### src/rtl/mdio_pkg.sv
package mdio_pkg;
  typedef enum logic [1:0] {
    ST_IDLE  = 2'd0,
    ST_PRE   = 2'd1,
    ST_FRAME = 2'd2
  } eng_state_t;
endpackage

### src/rtl/mdio_tick_gen.sv
module mdio_tick_gen #(
  parameter int DIV_W = 7
) (
  input  logic             clk,
  input  logic             rst,
  input  logic             run,
  input  logic [DIV_W-1:0] div,
  output logic             tick
);
  logic [DIV_W-1:0] cnt;

  // Count resets whenever the engine is idle so the first half period is full.
  always_ff @(posedge clk) begin
    if (rst || !run)      cnt <= '0;
    else if (cnt == div)  cnt <= '0;
    else                  cnt <= cnt + 1'b1;
  end

  assign tick = run && (cnt == div);
endmodule

### src/rtl/mdio_frame_engine.sv
module mdio_frame_engine
  import mdio_pkg::*;
#(
  parameter int FRAME_W = 32,
  parameter int PRE_LEN = 32,
  parameter int DATA_W  = 16,
  parameter int RD_BIT  = 29,
  parameter int TA_BIT  = 17
) (
  input  logic               clk,
  input  logic               rst,
  input  logic               start,
  input  logic               abort,
  input  logic               pre_en,
  input  logic               tick,
  input  logic [FRAME_W-1:0] frame,
  input  logic               mdio_i,
  output logic               busy,
  output logic               mdc,
  output logic               mdio_o,
  output logic               mdio_oe,
  output logic [DATA_W-1:0]  rd_data,
  output logic               done_pulse
);
  localparam int IDX_W = $clog2(FRAME_W > PRE_LEN ? FRAME_W : PRE_LEN);
  localparam logic [IDX_W-1:0] PRE_TOP  = IDX_W'(PRE_LEN - 1);
  localparam logic [IDX_W-1:0] FRM_TOP  = IDX_W'(FRAME_W - 1);
  localparam logic [IDX_W-1:0] TA_IDX   = IDX_W'(TA_BIT);
  localparam logic [IDX_W-1:0] DATA_IDX = IDX_W'(DATA_W);

  eng_state_t         st;
  logic [IDX_W-1:0]   idx;
  logic [IDX_W-1:0]   idx_nx;
  logic [FRAME_W-1:0] sh;
  logic               rd_q;
  logic               last;

  assign busy       = (st != ST_IDLE);
  assign last       = (idx == '0);
  assign idx_nx     = idx - 1'b1;
  assign done_pulse = tick && mdc && last && (st == ST_FRAME);

  always_ff @(posedge clk) begin
    if (rst || abort) begin
      st      <= ST_IDLE;
      idx     <= '0;
      sh      <= '0;
      rd_q    <= 1'b0;
      mdc     <= 1'b0;
      mdio_o  <= 1'b1;
      mdio_oe <= 1'b0;
    end else if (start) begin
      st      <= pre_en ? ST_PRE : ST_FRAME;
      idx     <= pre_en ? PRE_TOP : FRM_TOP;
      sh      <= frame;
      rd_q    <= frame[RD_BIT];
      mdc     <= 1'b0;
      mdio_o  <= pre_en ? 1'b1 : frame[FRAME_W-1];
      mdio_oe <= 1'b1;
    end else if (tick) begin
      if (!mdc) begin
        mdc <= 1'b1;
      end else begin
        mdc <= 1'b0;
        if (last) begin
          if (st == ST_PRE) begin
            st      <= ST_FRAME;
            idx     <= FRM_TOP;
            mdio_o  <= sh[FRAME_W-1];
            mdio_oe <= 1'b1;
          end else begin
            st      <= ST_IDLE;
            mdio_o  <= 1'b1;
            mdio_oe <= 1'b0;
          end
        end else begin
          idx <= idx_nx;
          if (st == ST_FRAME) begin
            sh      <= {sh[FRAME_W-2:0], 1'b0};
            mdio_o  <= sh[FRAME_W-2];
            mdio_oe <= !(rd_q && (idx_nx <= TA_IDX));
          end
        end
      end
    end
  end

  // Reply bits are taken on the rising clock edge of frame bits DATA_W-1..0.
  always_ff @(posedge clk) begin
    if (rst)
      rd_data <= '0;
    else if (tick && !mdc && (st == ST_FRAME) && rd_q && (idx < DATA_IDX))
      rd_data <= {rd_data[DATA_W-2:0], mdio_i};
  end


  idle_quiet_chk: assert property (@(posedge clk) disable iff (rst)
    !busy |-> (!mdc && !mdio_oe));


  mdio_hold_chk: assert property (@(posedge clk) disable iff (rst)
    (busy && $past(busy) && mdc && $past(mdc)) |-> $stable(mdio_o));


  release_read_chk: assert property (@(posedge clk) disable iff (rst)
    (busy && !mdio_oe) |-> (rd_q && st == ST_FRAME));
endmodule

### src/rtl/mdio_frame_master.sv
module mdio_frame_master #(
  parameter int                ADDR_W   = 12,
  parameter logic [ADDR_W-1:0] CTRL_OFS = 'h128,
  parameter logic [ADDR_W-1:0] DATA_OFS = 'h12C,
  parameter int                DIV_W    = 7,
  parameter int                FRAME_W  = 32,
  parameter int                PRE_LEN  = 32,
  parameter int                DATA_W   = 16,
  parameter int                RD_BIT   = 29,
  parameter int                TA_BIT   = 17
) (
  input  logic               clk,
  input  logic               rst,
  input  logic [ADDR_W-1:0]  reg_addr,
  input  logic               reg_we,
  input  logic [FRAME_W-1:0] reg_wdata,
  output logic [FRAME_W-1:0] reg_rdata,
  output logic               mdc,
  output logic               mdio_o,
  output logic               mdio_oe,
  input  logic               mdio_i
);
  localparam int PRE_POS  = DIV_W;
  localparam int DONE_POS = DIV_W + 1;

  logic               pre_q, done_q;
  logic [DIV_W-1:0]   div_q;
  logic [FRAME_W-1:0] frame_q;
  logic [FRAME_W-1:0] ctrl_view;
  logic               ctrl_wr, data_wr, wr_zero, ctrl_live, start;
  logic               busy, tick, done_pulse;
  logic [DATA_W-1:0]  rd_data;

  assign ctrl_wr   = reg_we && (reg_addr == CTRL_OFS);
  assign data_wr   = reg_we && (reg_addr == DATA_OFS);
  assign wr_zero   = ctrl_wr && (reg_wdata[PRE_POS:0] == '0);
  assign ctrl_live = pre_q || (div_q != '0);
  assign start     = data_wr && ctrl_live && !busy;

  always_comb begin
    ctrl_view                = '0;
    ctrl_view[DIV_W-1:0]     = div_q;
    ctrl_view[PRE_POS]       = pre_q;
    ctrl_view[DONE_POS]      = done_q;
  end

  always_ff @(posedge clk) begin
    if (rst) begin
      pre_q     <= 1'b0;
      div_q     <= '0;
      done_q    <= 1'b0;
      frame_q   <= '0;
      reg_rdata <= '0;
    end else begin
      if (ctrl_wr) begin
        pre_q <= reg_wdata[PRE_POS];
        div_q <= reg_wdata[DIV_W-1:0];
        if (wr_zero) done_q <= 1'b0;
      end
      if (start) begin
        frame_q <= reg_wdata;
        done_q  <= 1'b0;
      end else if (done_pulse) begin
        done_q <= 1'b1;
        if (frame_q[RD_BIT]) frame_q[DATA_W-1:0] <= rd_data;
      end
      if (reg_addr == CTRL_OFS)      reg_rdata <= ctrl_view;
      else if (reg_addr == DATA_OFS) reg_rdata <= frame_q;
      else                           reg_rdata <= '0;
    end
  end

  mdio_tick_gen #(.DIV_W(DIV_W)) u_tick (
    .clk  (clk),
    .rst  (rst),
    .run  (busy),
    .div  (div_q),
    .tick (tick)
  );

  mdio_frame_engine #(
    .FRAME_W (FRAME_W),
    .PRE_LEN (PRE_LEN),
    .DATA_W  (DATA_W),
    .RD_BIT  (RD_BIT),
    .TA_BIT  (TA_BIT)
  ) u_eng (
    .clk        (clk),
    .rst        (rst),
    .start      (start),
    .abort      (wr_zero),
    .pre_en     (pre_q),
    .tick       (tick),
    .frame      (reg_wdata),
    .mdio_i     (mdio_i),
    .busy       (busy),
    .mdc        (mdc),
    .mdio_o     (mdio_o),
    .mdio_oe    (mdio_oe),
    .rd_data    (rd_data),
    .done_pulse (done_pulse)
  );


  idle_launch_chk: assert property (@(posedge clk) disable iff (rst)
    (data_wr && !ctrl_live && !busy) |=> !busy);


  done_at_end_chk: assert property (@(posedge clk) disable iff (rst)
    $rose(done_q) |-> $past(busy));


  abort_idle_chk: assert property (@(posedge clk) disable iff (rst)
    wr_zero |=> (!busy && !done_q && !mdc && !mdio_oe));


  busy_write_chk: assert property (@(posedge clk) disable iff (rst)
    (busy && data_wr) |=> $stable(frame_q[FRAME_W-1:DATA_W]));
endmodule

### config.mk
export PLATFORM = sky130hd
export DESIGN_NAME = mdio_frame_master
export DESIGN_NICKNAME = d
export VERILOG_FILES = /design/src/rtl/mdio_pkg.sv /design/src/rtl/mdio_tick_gen.sv /design/src/rtl/mdio_frame_engine.sv /design/src/rtl/mdio_frame_master.sv
export SDC_FILE = /design/constraint.sdc
export NUM_CORES = 1
export LEC_CHECK = 0
export ABC_CLOCK_PERIOD_IN_PS = 2400
export BUFFER_PORTS_ARGS = -buffer_cell sky130_fd_sc_hd__buf_2
export CAP_MARGIN = 20
export CORE_ASPECT_RATIO = 0.6
export CORE_MARGIN = 10
export CORE_UTILIZATION = 31
export DETAILED_ROUTE_END_ITERATION = 10
export PLACE_DENSITY = 0.54
export SYNTH_ARGS = -nofsm -noshare
export SYNTH_HDL_FRONTEND = slang
export SYNTH_SLANG_ARGS = --single-unit
### constraint.sdc
create_clock -name clk -period 2.4 [get_ports clk]
set_input_delay 0.36 -clock clk [delete_from_list [all_inputs] [get_ports clk]]
set_output_delay 0.36 -clock clk [all_outputs]
set_load 0.05 [all_outputs]
==> results by group <==
Status
  – Status: completed

Clock network
  – Clk_lat worst skew: 410 ps
  – CTS Hold Buffers Added: 0
  – Clock transition at path regs: ~60 ps
  – Setup bufs post-CTS: 0
  – CTS tree: done
  – Clk root buf: clkbuf_16
  – Clock Sinks: 139
  – Post-CTS Resized: 0
  – Total CTS buffers: 17
  – H-tree depth: 4
  – CTS Buffer Depth: 2

Worst setup path
  – CP max-delay cell: dfxtp_1
  – Worst path max stage delay: 420 ps
  – Worst reg-to-reg path cell count: 7
  – Family with the most delay on the worst path: simple AND/OR/NAND/NOR gates
  – Buf/Inv on CP: 1
  – R2r setup slk: 240 ps
  – Worst r2r dst: u_eng.sh[30]
  – CP Capture Type: flip-flop
  – Crit path launch type: flip-flop
  – Worst R2R Start: div_q[3]
  – Worst setup path start: div_q[3]
  – Worst Path Arrival: 2440 ps
  – CP cell instances: xnor2_1 > nand4_2 > nor3_4 > and4_1 > buf_12 > mux2i_1 > a211oi_2
  – CP required: 2680 ps
  – Critical path class: flip-flop to flip-flop
  – Crit-path max FO: 32

Global route
  – Vias in the first global route: 4426
  – Largest net degree at the start of global routing: 59
  – Gr usage total: between 10% and 20%
  – First-pass GRT wire length: between 20000 and 25000 um
  – Remaining Overflow, GRT: 0
  – Initial antenna violation count: 0

Place
  – Detailed placement HPWL: just over 10000 um
  – I/O Buffers: 82
  – Area of placed instances: 0.006295 mm2
  – Post-place setup slack: 275.7 ps
  – Placer Congestion: ~0.8

Power and ir drop
  – Sw frac: 23.11%
  – Combinational share of power: ~2.2%
  – Power, Total: approximately 5100 uW
  – Clock power share: 52.6%
  – P_sw: 1178 uW
  – Power Dens Cells: roughly 740 mW/mm2
  – Peak VDD IR: 0.0004299 V
  – Sequential power share: between 40% and 50%
  – Static Leak: 0.002762 uW
  – Int Pwr: 3919 uW

Synth
  – Post-synth EDFFs: 0
  – Post-Syn Instances: 576
  – YS warnings: 0
  – Syn nets: about 630
  – Top FF cell, synth: dfxtp_1
  – Seq/Total Area, Yosys: approximately half
  – Syn Area/Cell: 9.679 um2
  – Post-synthesis cell area: approximately 0.0056 mm2
  – Yosys reg bits: 139
  – Fraction of registers with async set/reset: 0%
  – Post-synth cell types: 51

Floorplan
  – Die width: just under 200 um
  – Num ports: 83
  – Core area: 0.01741 mm2
  – Starting Density: between 30% and 40%
  – Die ar.: about 0.024 mm2
  – Die Ht: 123.9 um
  – Rows: 37

Finish
  – Post-layout util: about two fifths
  – Share of cells above drive strength 1: 23.44%
  – Ant. Diodes: 0
  – Area grow syn2layout: 23.72%
  – Nets: between 700 and 800
  – Post-route cell area: 0.006898 mm2
  – Fill cells: 1744

STA
  – Pins Over Slew Limit: 0
  – Setup WS post-layout: 243.9 ps
  – Post-Route Skew: roughly 11 ps
  – Setup TNS Final: 0 ps
  – Final setup violation count: 0
  – Final period utilization: between 80% and 90%
  – Tmin final: 2156 ps
  – RSZ-0062 raised after global routing: false
  – Worst Tran Pin Value: around 620 ps
  – Final Hold Viols: 0
  – Max Freq: between 0.4 and 0.5 GHz
  – Worst slew margin: 58.37%

Min path
  – Worst hold-check path type: input pin to flip-flop
  – Hold Path End: u_eng.rd_data[0]
  – Hold Crit Start: mdio_i
  – Hold depth: 3

Routing
  – Final WL: 14090 um
  – Met2 wire len: just under 6000 um
  – Post-Route M1 WL: 7041 um
  – Via count: 4340
  – Highest Signal Layer: met4
  – Router iterations before antenna repair: 5
  – Drt via density: 4.780
  – Routed Antenna Nets: 0
  – DRT iter0 DRCs: roughly 340
  – Detailed-route wire length per cell: 15.52 um
  – WL met3: 1089 um
  – DRC: 0

Job
  – MaxCap Viol Count: 0
[sequential cells by signal, indices dropped and copies added, names as in the netlist]
signal / cells
u_eng.rd_data: 16
frame_q: 32
u_tick.cnt: 7
u_eng.idx: 5
u_eng.st: 2
u_eng.mdio_oe: 1
done_q: 1
pre_q: 1
reg_rdata: 32
u_eng.rd_q: 1
u_eng.mdio_o: 1
div_q: 7
u_eng.sh: 32
u_eng.mdc: 1
[how the worst max path moves through the flow]
stage                     cells past startpoint      endpoint  slack [ps]
after floorplan                               6   frame_q[10]         330
after global placement                        7  u_eng.sh[14]         270
after detailed placement                      7  u_eng.sh[28]         280
after CTS                                     7  u_eng.sh[30]         230
after global routing                          7   u_eng.sh[9]         100
final                                         7  u_eng.sh[30]         240
[worst min-delay path, cell delays in order]
cell and delay, ps:
buf_2 80, mux2i_1 50, nor2_1 80
[per-stage QoR]
stage          hold WS, ps  cells
3_5_place_dp         440.9    876
2_1_floorplan        427.3    576
6_report             191.8    908
5_1_grt              194.2    908
4_1_cts              187.2    908
3_3_place_gp         432.5    876
[power groups by stage]
stage	Clock, uW	Sequential [uW]	Combinational (uW)
finish	2680	2310	112
global placement	0	2360	112
detailed placement	0	2360	112
floorplan	0	2360	39.7
global route	2840	2300	122
CTS	2730	2310	113
[synthesized netlist by cell type (all sizes together) (8+ instances only)]
cell	number	area share, %
dfxtp	139	50
nor2	76	5.2
nand2	69	4.7
mux2i	62	11
a211oi	33	5.4
a21oi	33	3.0
and2	24	2.7
buf	20	2.6
clkbuf	18	1.2
a22oi	11	1.5
a31oi	10	1.1
xnor2	10	1.6
nor3	8	0.92
[placed cells by master (no fill, tap or decap), drive strengths merged, types with 4 or more instances in the layout]
| cell type | count |
|---|---|
| dfxtp | 139 |
| buf | 104 |
| nor2 | 76 |
| nand2 | 69 |
| mux2i | 62 |
| a21oi | 33 |
| a211oi | 33 |
| and2 | 24 |
| clkbuf | 17 |
| inv | 13 |
| a22oi | 11 |
| xnor2 | 10 |
| a31oi | 10 |
| nor3 | 8 |
| xor2 | 7 |
| nor4b | 6 |
| nand3 | 5 |
| and3 | 4 |
| nor4 | 4 |
[cell families (layout without fill, tap and decap cells)]
family / Yosys count / count (layout) / share of synthesized area [%]
flip-flops: 139 / 139 / 49.91
buffers and inverters: 44 / 142 / 4.197
AND/OR/NAND/NOR: 213 / 213 / 18.38
XOR/XNOR: 17 / 17 / 2.671
multiplexers: 62 / 62 / 11.13
AO/OA/AOI/OAI: 98 / 98 / 13.04
adder cells (fa/ha/maj): 3 / 3 / 0.6733
[cell type report]
| type | count | area (um2) | share of cell area [%] |
|---|---|---|---|
| Clock inverter | 15 | 177.7 | 2.576 |
| Sequential cell | 139 | 2783 | 40.34 |
| Inverter | 6 | 22.52 | 0.3265 |
| Tap cell | 234 | 292.8 | 4.245 |
| Timing Repair Buffer | 104 | 638.1 | 9.251 |
| Multi-Input combinational cell | 393 | 2559 | 37.09 |
| Clock buffer | 17 | 425.4 | 6.167 |
[metal layers]
layer	vias up	GRT usage [%]
met5	-	0
met4	0	3.110
met3	9	3.992
met2	120	17.71
met1	2047	16.80
li1	2164	-
Note: power is estimated with default switching activity, not from simulation.
